$ cat config.mk
export PLATFORM = sky130hd
export DESIGN_NAME = ecp_port_ctrl
export DESIGN_NICKNAME = d
export VERILOG_FILES = /design/src/rtl/ecp_pkg.sv /design/src/rtl/ecp_mode_reg.sv /design/src/rtl/ecp_byte_fifo.sv /design/src/rtl/ecp_link_fsm.sv /design/src/rtl/ecp_port_ctrl.sv
export SDC_FILE = /design/constraint.sdc
export NUM_CORES = 1
export LEC_CHECK = 0
export BUFFER_PORTS_ARGS = -buffer_cell sky130_fd_sc_hd__buf_2
export CAP_MARGIN = 40
export CORE_MARGIN = 8
export CORE_UTILIZATION = 50
export DETAILED_ROUTE_END_ITERATION = 16
export PLACE_DENSITY = 0.66
export SLEW_MARGIN = 25
export SYNTH_ARGS = -nofsm -noshare
export SYNTH_HDL_FRONTEND = slang
export SYNTH_SLANG_ARGS = --single-unit
$ cat constraint.sdc
create_clock -name clk -period 4.05 [get_ports clk]
set_input_delay 0.405 -clock clk [delete_from_list [all_inputs] [get_ports clk]]
set_output_delay 0.405 -clock clk [all_outputs]
set_load 0.03 [all_outputs]
$ cat src/rtl/ecp_pkg.sv
`timescale 1ns/1ps
package ecp_pkg;
    localparam int BYTE_W = 8;

    typedef logic [2:0] mode_t;
    localparam mode_t MODE_PIO_OUT = 3'b000;
    localparam mode_t MODE_PIO_BI  = 3'b001;
    localparam mode_t MODE_XFER    = 3'b011;

    typedef struct packed {
        logic              is_cmd;
        logic [BYTE_W-1:0] val;
    } entry_t;

    typedef enum logic [2:0] {
        ST_IDLE,
        ST_F_SETUP,
        ST_F_STROBE,
        ST_F_HOLD,
        ST_F_POP,
        ST_R_WAIT,
        ST_R_ACKED,
        ST_R_PUSH
    } lnk_state_t;
endpackage

$ cat src/rtl/ecp_mode_reg.sv
`timescale 1ns/1ps
module ecp_mode_reg
    import ecp_pkg::*;
(
    input  logic  clk,
    input  logic  rst_n,
    input  logic  wr_i,
    input  mode_t mode_i,
    input  logic  dir_i,
    output mode_t mode_o,
    output logic  dir_o,
    output logic  flush_o
);
    mode_t mode_q;
    logic  dir_q;
    logic  cur_pio, req_pio, mode_ok;

    assign cur_pio = (mode_q == MODE_PIO_OUT) || (mode_q == MODE_PIO_BI);
    assign req_pio = (mode_i == MODE_PIO_OUT) || (mode_i == MODE_PIO_BI);
    assign mode_ok = wr_i && (cur_pio || req_pio);
    assign flush_o = mode_ok && (mode_q == MODE_XFER) && (mode_i != MODE_XFER) && dir_q;

    always_ff @(posedge clk or negedge rst_n) begin
        if (!rst_n) begin
            mode_q <= MODE_PIO_OUT;
            dir_q  <= 1'b0;
        end else begin
            if (mode_ok)
                mode_q <= mode_i;
            if (wr_i && (mode_q == MODE_PIO_BI))
                dir_q <= dir_i;
        end
    end

    assign mode_o = mode_q;
    assign dir_o  = dir_q;


    mode_legal_chk: assert property (@(posedge clk) disable iff (!rst_n)
        (!$stable(mode_q) && !$past(cur_pio)) |-> cur_pio);


    dir_lock_chk: assert property (@(posedge clk) disable iff (!rst_n)
        !$stable(dir_q) |-> ($past(mode_q) == MODE_PIO_BI));
endmodule

$ cat src/rtl/ecp_byte_fifo.sv
`timescale 1ns/1ps
module ecp_byte_fifo
    import ecp_pkg::*;
#(
    parameter int DEPTH = 16
) (
    input  logic   clk,
    input  logic   rst_n,
    input  logic   push_i,
    input  entry_t din_i,
    input  logic   pop_i,
    input  logic   flush_i,
    output entry_t dout_o,
    output logic   full_o,
    output logic   empty_o
);
    localparam int AW = (DEPTH > 1) ? $clog2(DEPTH) : 1;
    localparam int CW = AW + 1;
    localparam logic [AW-1:0] LAST = AW'(DEPTH - 1);

    entry_t        mem [DEPTH];
    logic [AW-1:0] wr_ptr, rd_ptr;
    logic [CW-1:0] count;
    logic          do_push, do_pop;

    assign full_o  = (count == CW'(DEPTH));
    assign empty_o = (count == '0);
    assign do_push = push_i && !full_o && !flush_i;
    assign do_pop  = pop_i && !empty_o && !flush_i;
    assign dout_o  = mem[rd_ptr];

    always_ff @(posedge clk) begin
        if (do_push)
            mem[wr_ptr] <= din_i;
    end

    always_ff @(posedge clk or negedge rst_n) begin
        if (!rst_n) begin
            wr_ptr <= '0;
            rd_ptr <= '0;
            count  <= '0;
        end else if (flush_i) begin
            wr_ptr <= '0;
            rd_ptr <= '0;
            count  <= '0;
        end else begin
            if (do_push)
                wr_ptr <= (wr_ptr == LAST) ? '0 : wr_ptr + 1'b1;
            if (do_pop)
                rd_ptr <= (rd_ptr == LAST) ? '0 : rd_ptr + 1'b1;
            if (do_push && !do_pop)
                count <= count + 1'b1;
            else if (do_pop && !do_push)
                count <= count - 1'b1;
        end
    end


    no_overflow_chk: assert property (@(posedge clk) disable iff (!rst_n)
        count <= CW'(DEPTH));


    flag_excl_chk: assert property (@(posedge clk) disable iff (!rst_n)
        !(full_o && empty_o));


    flush_clear_chk: assert property (@(posedge clk) disable iff (!rst_n)
        flush_i |=> empty_o);
endmodule

$ cat src/rtl/ecp_link_fsm.sv
`timescale 1ns/1ps
module ecp_link_fsm
    import ecp_pkg::*;
(
    input  logic              clk,
    input  logic              rst_n,
    input  logic              auto_i,
    input  logic              dir_i,
    input  logic              pio_strobe_n_i,
    input  logic              pio_autofd_n_i,
    input  logic [BYTE_W-1:0] pio_data_i,
    input  entry_t            head_i,
    input  logic              empty_i,
    input  logic              full_i,
    output logic              pop_o,
    output logic              push_o,
    output entry_t            rx_o,
    input  logic              busy_i,
    input  logic              ack_n_i,
    input  logic [BYTE_W-1:0] data_in_i,
    output logic              strobe_n_o,
    output logic              autofd_n_o,
    output logic [BYTE_W-1:0] data_o
);
    lnk_state_t        state, nxt;
    logic              strobe_q, autofd_q, n_strobe, n_autofd;
    logic [BYTE_W-1:0] data_q, n_data;
    entry_t            rx_q, n_rx;

    always_comb begin
        nxt      = state;
        n_strobe = strobe_q;
        n_autofd = autofd_q;
        n_data   = data_q;
        n_rx     = rx_q;
        if (!auto_i) begin
            nxt      = ST_IDLE;
            n_strobe = pio_strobe_n_i;
            n_autofd = pio_autofd_n_i;
            n_data   = pio_data_i;
        end else begin
            unique case (state)
                ST_IDLE: begin
                    n_strobe = 1'b1;
                    if (!dir_i) begin
                        n_autofd = 1'b1;
                        if (!empty_i) begin
                            nxt      = ST_F_SETUP;
                            n_data   = head_i.val;
                            n_autofd = !head_i.is_cmd;
                        end
                    end else begin
                        n_autofd = full_i;
                        if (!full_i)
                            nxt = ST_R_WAIT;
                    end
                end
                ST_F_SETUP: begin
                    nxt      = ST_F_STROBE;
                    n_strobe = 1'b0;
                end
                ST_F_STROBE: begin
                    if (busy_i) begin
                        nxt      = ST_F_HOLD;
                        n_strobe = 1'b1;
                    end
                end
                ST_F_HOLD: begin
                    if (!busy_i)
                        nxt = ST_F_POP;
                end
                ST_F_POP: begin
                    nxt      = ST_IDLE;
                    n_autofd = 1'b1;
                end
                ST_R_WAIT: begin
                    if (!ack_n_i) begin
                        n_rx     = '{is_cmd: !busy_i, val: data_in_i};
                        n_autofd = 1'b1;
                        nxt      = ST_R_ACKED;
                    end
                end
                ST_R_ACKED: begin
                    if (ack_n_i) begin
                        n_autofd = 1'b0;
                        nxt      = ST_R_PUSH;
                    end
                end
                ST_R_PUSH: begin
                    nxt = ST_IDLE;
                end
            endcase
        end
    end

    always_ff @(posedge clk or negedge rst_n) begin
        if (!rst_n)
            state <= ST_IDLE;
        else
            state <= nxt;
    end

    always_ff @(posedge clk or negedge rst_n) begin
        if (!rst_n) begin
            strobe_q <= 1'b1;
            autofd_q <= 1'b1;
            data_q   <= '0;
            rx_q     <= '0;
        end else begin
            strobe_q <= n_strobe;
            autofd_q <= n_autofd;
            data_q   <= n_data;
            rx_q     <= n_rx;
        end
    end

    assign pop_o      = auto_i && (state == ST_F_POP);
    assign push_o     = auto_i && (state == ST_R_PUSH);
    assign rx_o       = rx_q;
    assign strobe_n_o = strobe_q;
    assign autofd_n_o = autofd_q;
    assign data_o     = data_q;


    strobe_after_setup_chk: assert property (@(posedge clk) disable iff (!rst_n)
        (auto_i && $past(auto_i) && $fell(strobe_q)) |-> ($past(state) == ST_F_SETUP));


    data_hold_chk: assert property (@(posedge clk) disable iff (!rst_n)
        (auto_i && $past(auto_i) && !strobe_q && !$past(strobe_q)) |-> $stable(data_q));


    rev_strobe_idle_chk: assert property (@(posedge clk) disable iff (!rst_n)
        (auto_i && dir_i && $past(auto_i)) |-> strobe_q);


    abort_idle_chk: assert property (@(posedge clk) disable iff (!rst_n)
        $fell(auto_i) |=> (state == ST_IDLE));
endmodule

$ cat src/rtl/ecp_port_ctrl.sv
`timescale 1ns/1ps
module ecp_port_ctrl
    import ecp_pkg::*;
#(
    parameter int FIFO_DEPTH = 16
) (
    input  logic              clk,
    input  logic              rst_n,
    input  logic              cfg_wr,
    input  logic [2:0]        cfg_mode,
    input  logic              cfg_dir,
    output logic [2:0]        mode_q,
    output logic              dir_q,
    input  logic              pio_strobe_n,
    input  logic              pio_autofd_n,
    input  logic [BYTE_W-1:0] pio_data,
    input  logic              hw_addr_wr,
    input  logic              hw_data_wr,
    input  logic [BYTE_W-1:0] hw_wr_byte,
    input  logic              hr_pop,
    output logic [BYTE_W-1:0] hr_byte,
    output logic              hr_cmd,
    output logic              fifo_full,
    output logic              fifo_empty,
    output logic [BYTE_W-1:0] lnk_data_out,
    output logic              lnk_data_oe,
    input  logic [BYTE_W-1:0] lnk_data_in,
    output logic              lnk_strobe_n,
    output logic              lnk_autofd_n,
    input  logic              lnk_busy,
    input  logic              lnk_ack_n
);
    mode_t  mode_w;
    logic   dir_w, flush_w, auto_w;
    logic   h_push, l_push, l_pop, h_pop, q_push, q_pop;
    entry_t h_entry, l_entry, q_din, q_head;
    logic   q_full, q_empty;

    ecp_mode_reg u_mode (
        .clk     (clk),
        .rst_n   (rst_n),
        .wr_i    (cfg_wr),
        .mode_i  (cfg_mode),
        .dir_i   (cfg_dir),
        .mode_o  (mode_w),
        .dir_o   (dir_w),
        .flush_o (flush_w)
    );

    assign auto_w  = (mode_w == MODE_XFER);
    assign h_push  = !dir_w && (hw_addr_wr || hw_data_wr);
    assign h_entry = '{is_cmd: hw_addr_wr, val: hw_wr_byte};
    assign h_pop   = hr_pop && dir_w;
    assign q_push  = dir_w ? l_push : h_push;
    assign q_din   = dir_w ? l_entry : h_entry;
    assign q_pop   = dir_w ? h_pop : l_pop;

    ecp_byte_fifo #(.DEPTH(FIFO_DEPTH)) u_fifo (
        .clk     (clk),
        .rst_n   (rst_n),
        .push_i  (q_push),
        .din_i   (q_din),
        .pop_i   (q_pop),
        .flush_i (flush_w),
        .dout_o  (q_head),
        .full_o  (q_full),
        .empty_o (q_empty)
    );

    ecp_link_fsm u_link (
        .clk            (clk),
        .rst_n          (rst_n),
        .auto_i         (auto_w),
        .dir_i          (dir_w),
        .pio_strobe_n_i (pio_strobe_n),
        .pio_autofd_n_i (pio_autofd_n),
        .pio_data_i     (pio_data),
        .head_i         (q_head),
        .empty_i        (q_empty),
        .full_i         (q_full),
        .pop_o          (l_pop),
        .push_o         (l_push),
        .rx_o           (l_entry),
        .busy_i         (lnk_busy),
        .ack_n_i        (lnk_ack_n),
        .data_in_i      (lnk_data_in),
        .strobe_n_o     (lnk_strobe_n),
        .autofd_n_o     (lnk_autofd_n),
        .data_o         (lnk_data_out)
    );

    assign mode_q      = mode_w;
    assign dir_q       = dir_w;
    assign hr_byte     = q_head.val;
    assign hr_cmd      = q_head.is_cmd;
    assign fifo_full   = q_full;
    assign fifo_empty  = q_empty;
    assign lnk_data_oe = !dir_w;


    rev_no_host_push_chk: assert property (@(posedge clk) disable iff (!rst_n)
        (dir_w && $past(dir_w) && $past(q_empty) && !$past(auto_w) && !auto_w) |-> q_empty);
endmodule

==> metrics.md <==
| Metric | Value |
|---|---|
| Status | `complete, no violations` |
| Nets | `610` |
| Post-synth cell types | `52` |
| Hold Vio Cnt, Final | `0` |
| Rel. slew slack | `between 50% and 60%` |
| Clk_skew | `about 9.5 ps` |
| Worst Path Required | `around 4400 ps` |
| Cts repair resizes | `0` |
| Setup TNS Final | `0 ps` |
| Most frequent cells in the layout | `edfxtp_1, buf_2, mux4_2, dfrtp_1, mux2_2` |
| Row count | `46` |
| First-pass GRT wire length | `between 20,000 and 30,000 um` |
| Detailed Routing Iterations Pass 1 | `5` |
| Die Y | `between 100 and 150 um` |
| Sequential-to-total area share from yosys stat | `between 60% and 70%` |
| Asr flop ratio synth | `21.3%` |
| Dominant cell type by area after synthesis | `edfxtp_1` |
| Tot Pwr | `roughly 7.1 mW` |
| Die area | `approximately 20,000 um^2` |
| Layout cells sized above 1 | `a little under a third` |
| Top Ports | `64` |
| Routed len/inst | `22.6 um` |
| Max-slew violations | `0` |
| Post-synth EDFFs | `between 100 and 150` |
| Syn avg cell area | `16.3 um^2` |
| Initial DRC Count | `around 360` |
| Yosys warns | `0` |
| Critical path fanouts, max | `17` |
| Detailed placer's ending HPWL | `~12,000 um` |
| Total track usage | `approximately 18%` |
| Cells along the critical path | `nand4b_1 -> a211oi_1 -> o21a_1 -> ha_1 -> inv_1 -> fa_1 -> a21o_1 -> a21oi_1 -> mux2i_1 -> mux2i_1` |
| Port Buffers | `63` |
| Die span in x | `143 um` |
| Hold Buf Count CTS | `1` |
| Core area | `~16,000 um^2` |
| # setup viols final | `0` |
| Crit path kind | `reg -> reg` |
| Vias in the first global route | `4,741` |
| Critical Path AT | `roughly 3700 ps` |
| Vias | `~4,600` |
| NetSw | `~2.6 mW` |
| Post-synthesis instance total | `about 500` |
| Routability cong. | `between 0.8 and 0.9` |
| Net Count, Synth | `540` |
| Ranking of synthesized cells by area | `edfxtp_1, dfrtp_1, mux4_2` |
| Sink Count | `approximately 180` |
| H-tree Lvls | `4` |
| Routed wire length | `between 15,000 and 20,000 um` |
| Clock Latency Late Sink | `about 430 ps` |
| Register bit count reported by yosys | `183` |
| DRC viols | `0` |
| Fin crit share | `about four fifths` |
| Antenna violations before repair | `0` |
| Switching Share | `between 30% and 40%` |
| Clk slew on worst S/H paths | `70 ps` |
| Fin crit period | `between 3000 and 4000 ps` |
| Clk buf depth | `2` |
| Most frequent cell on the critical path | `mux2i_1` |
| Commonest non-fill, non-tap cell in the layout | `edfxtp_1` |
| Max_cap viols | `0` |
| CP Launch Type | `flop` |
| CP peak stage delay | `590 ps` |
| Largest net degree at the start of global routing | `25` |
| Initial Utilization | `about half` |
| Setup Fix Bufs, Post-CTS | `0` |
| Num CTS Buffers | `17` |
| Detail Route Antenna Nets | `0` |
| Leakage | `3.35 nW` |
| TritonCTS clock tree | `yes` |
| Reg power frac | `between 30% and 40%` |
| Power density over the cells | `767 nW/um^2` |
| GRT overflow | `0` |
| CP Depth | `10` |
| Post-Synthesis Cell Area | `roughly 8000 um^2` |
| Layout Area Growth over Synthesis | `15.0%` |
| Final core utilization | `58.4%` |
| Vias/cell | `5.87` |
| Clock share of power | `a little under a quarter` |
| Worst Max-Slew Pin Slew | `around 710 ps` |
| Hold Path Stages | `3` |
| Int Pwr | `between 4 and 5 mW` |
| Ant. Diodes | `0` |
| Crit path max-delay cell type | `dfrtp_1` |
| Area share of the largest cell type after synthesis | `roughly 54%` |
| Hold Crit Class | `in -> reg` |
| CP bufs+invs | `1` |
| Comb power frac | `37.5%` |
| Cell family with most CP delay | `compound AO/OA/AOI/OAI gates` |
| Top FF cell, synth | `edfxtp_1` |
| VDD IR-drop max | `393 uV` |
| Root Driver | `clkbuf_16` |
| RSZ-0062 raised after global routing | `no` |
| Fmax | `between 300 and 400 MHz` |
| Reg2Reg Depth | `10` |
| CP endpoint kind | `flop` |
-- registers in the layout (all words and copies together), names as in the netlist, 3 cells and up --
name and cells:
u_link.rx_o 9, u_link.state 3, u_fifo.count 5, u_fifo.rd_ptr 4
u_fifo.wr_ptr 4, u_link.data_o 8, u_fifo.mem 144, u_mode.mode_o 3
-- layout make-up --
type	instances	area [um^2]
clock buffers	20	457
clock inverters	12	143
flip-flops and latches	183	5300
inverters	10	37.5
multi-input cells	275	2570
well taps	216	270
repair buffers	74	435
fillers	1241	6560
-- power by group through the flow --
stage | Clock [mW] | Combinational, mW | Sequential (mW)
finish | 1.67 | 2.65 | 2.75
global route | 1.77 | 2.85 | 2.79
CTS | 1.69 | 2.64 | 2.77
detailed placement | 0 | 2.62 | 2.81
global placement | 0 | 2.53 | 2.80
floorplan | 0 | 1.86 | 2.76
-- synth_stat cells (2+ instances only) --
cell type    n
a211oi_1     3
a21o_1       3
a21oi_1     27
a31o_2       2
a31oi_1     10
and2_1      10
and3_1      18
buf_2        6
buf_4        2
clkbuf_1    14
dfrtp_1     37
dfstp_2      2
edfxtp_1   144
ha_1        10
inv_1       10
mux2_2      29
mux2i_1     16
mux4_2      36
nand2_1     13
nand2b_1     3
nand3_1     18
nand4_1      2
nand4b_1     2
nor2_1      20
nor2b_1      5
nor3_1       3
nor3_2       2
o211ai_1    10
o21a_1       2
o21ai_0      7
o41ai_1      3
xor2_1       2
-- metrics by stage --
step	cell area (um^2)	std cells	hold WS (ps)	setup WS, ps
floorplan	8010	491	109	1020
global placement	8540	753	487	955
detailed placement	8580	755	402	807
CTS	9190	788	184	790
global route	9210	790	191	518
finish	9210	790	196	749
-- per-layer routing --
metal	global-route usage (%)	up-vias	share of wire, %
met5	0	-	0
met4	5.82	0	1.7
met3	4.56	22	6.0
met2	30.9	157	49
met1	23.3	2370	43
li1	-	2091	-
-- worst register-to-register path, stage by stage, from the launching register on --
cell,delay (ps)
dfrtp_1,590
nand4b_1,240
a211oi_1,280
o21a_1,410
ha_1,250
inv_1,140
fa_1,490
a21o_1,190
a21oi_1,160
mux2i_1,250
mux2i_1,210
-- path summary, 6_finish.rpt --
check,startpoint,slack [ps],to
setup / recovery,u_link.state[0],750,u_fifo.count[4]
hold / removal,pio_strobe_n,200,u_link.strobe_n_o
setup reg to reg,u_link.state[0],750,u_fifo.count[4]
hold reg to reg,u_link.rx_o[6],510,u_link.rx_o[6]
max in group asynchronous,rst_n,3070,u_fifo.rd_ptr[1]
min in group asynchronous,rst_n,480,u_link.state[2]
-- cells by family after synthesis --
kind of cell / share of synthesized area [%]
flip-flops: 66.2
AND/OR/NAND/NOR: 7.50
XOR/XNOR: 0.328
multiplexers: 16.2
buffers and inverters: 1.73
AO/OA/AOI/OAI: 6.22
adder cells (fa/ha/maj): 1.81
Power figures use the tool's default switching activity.
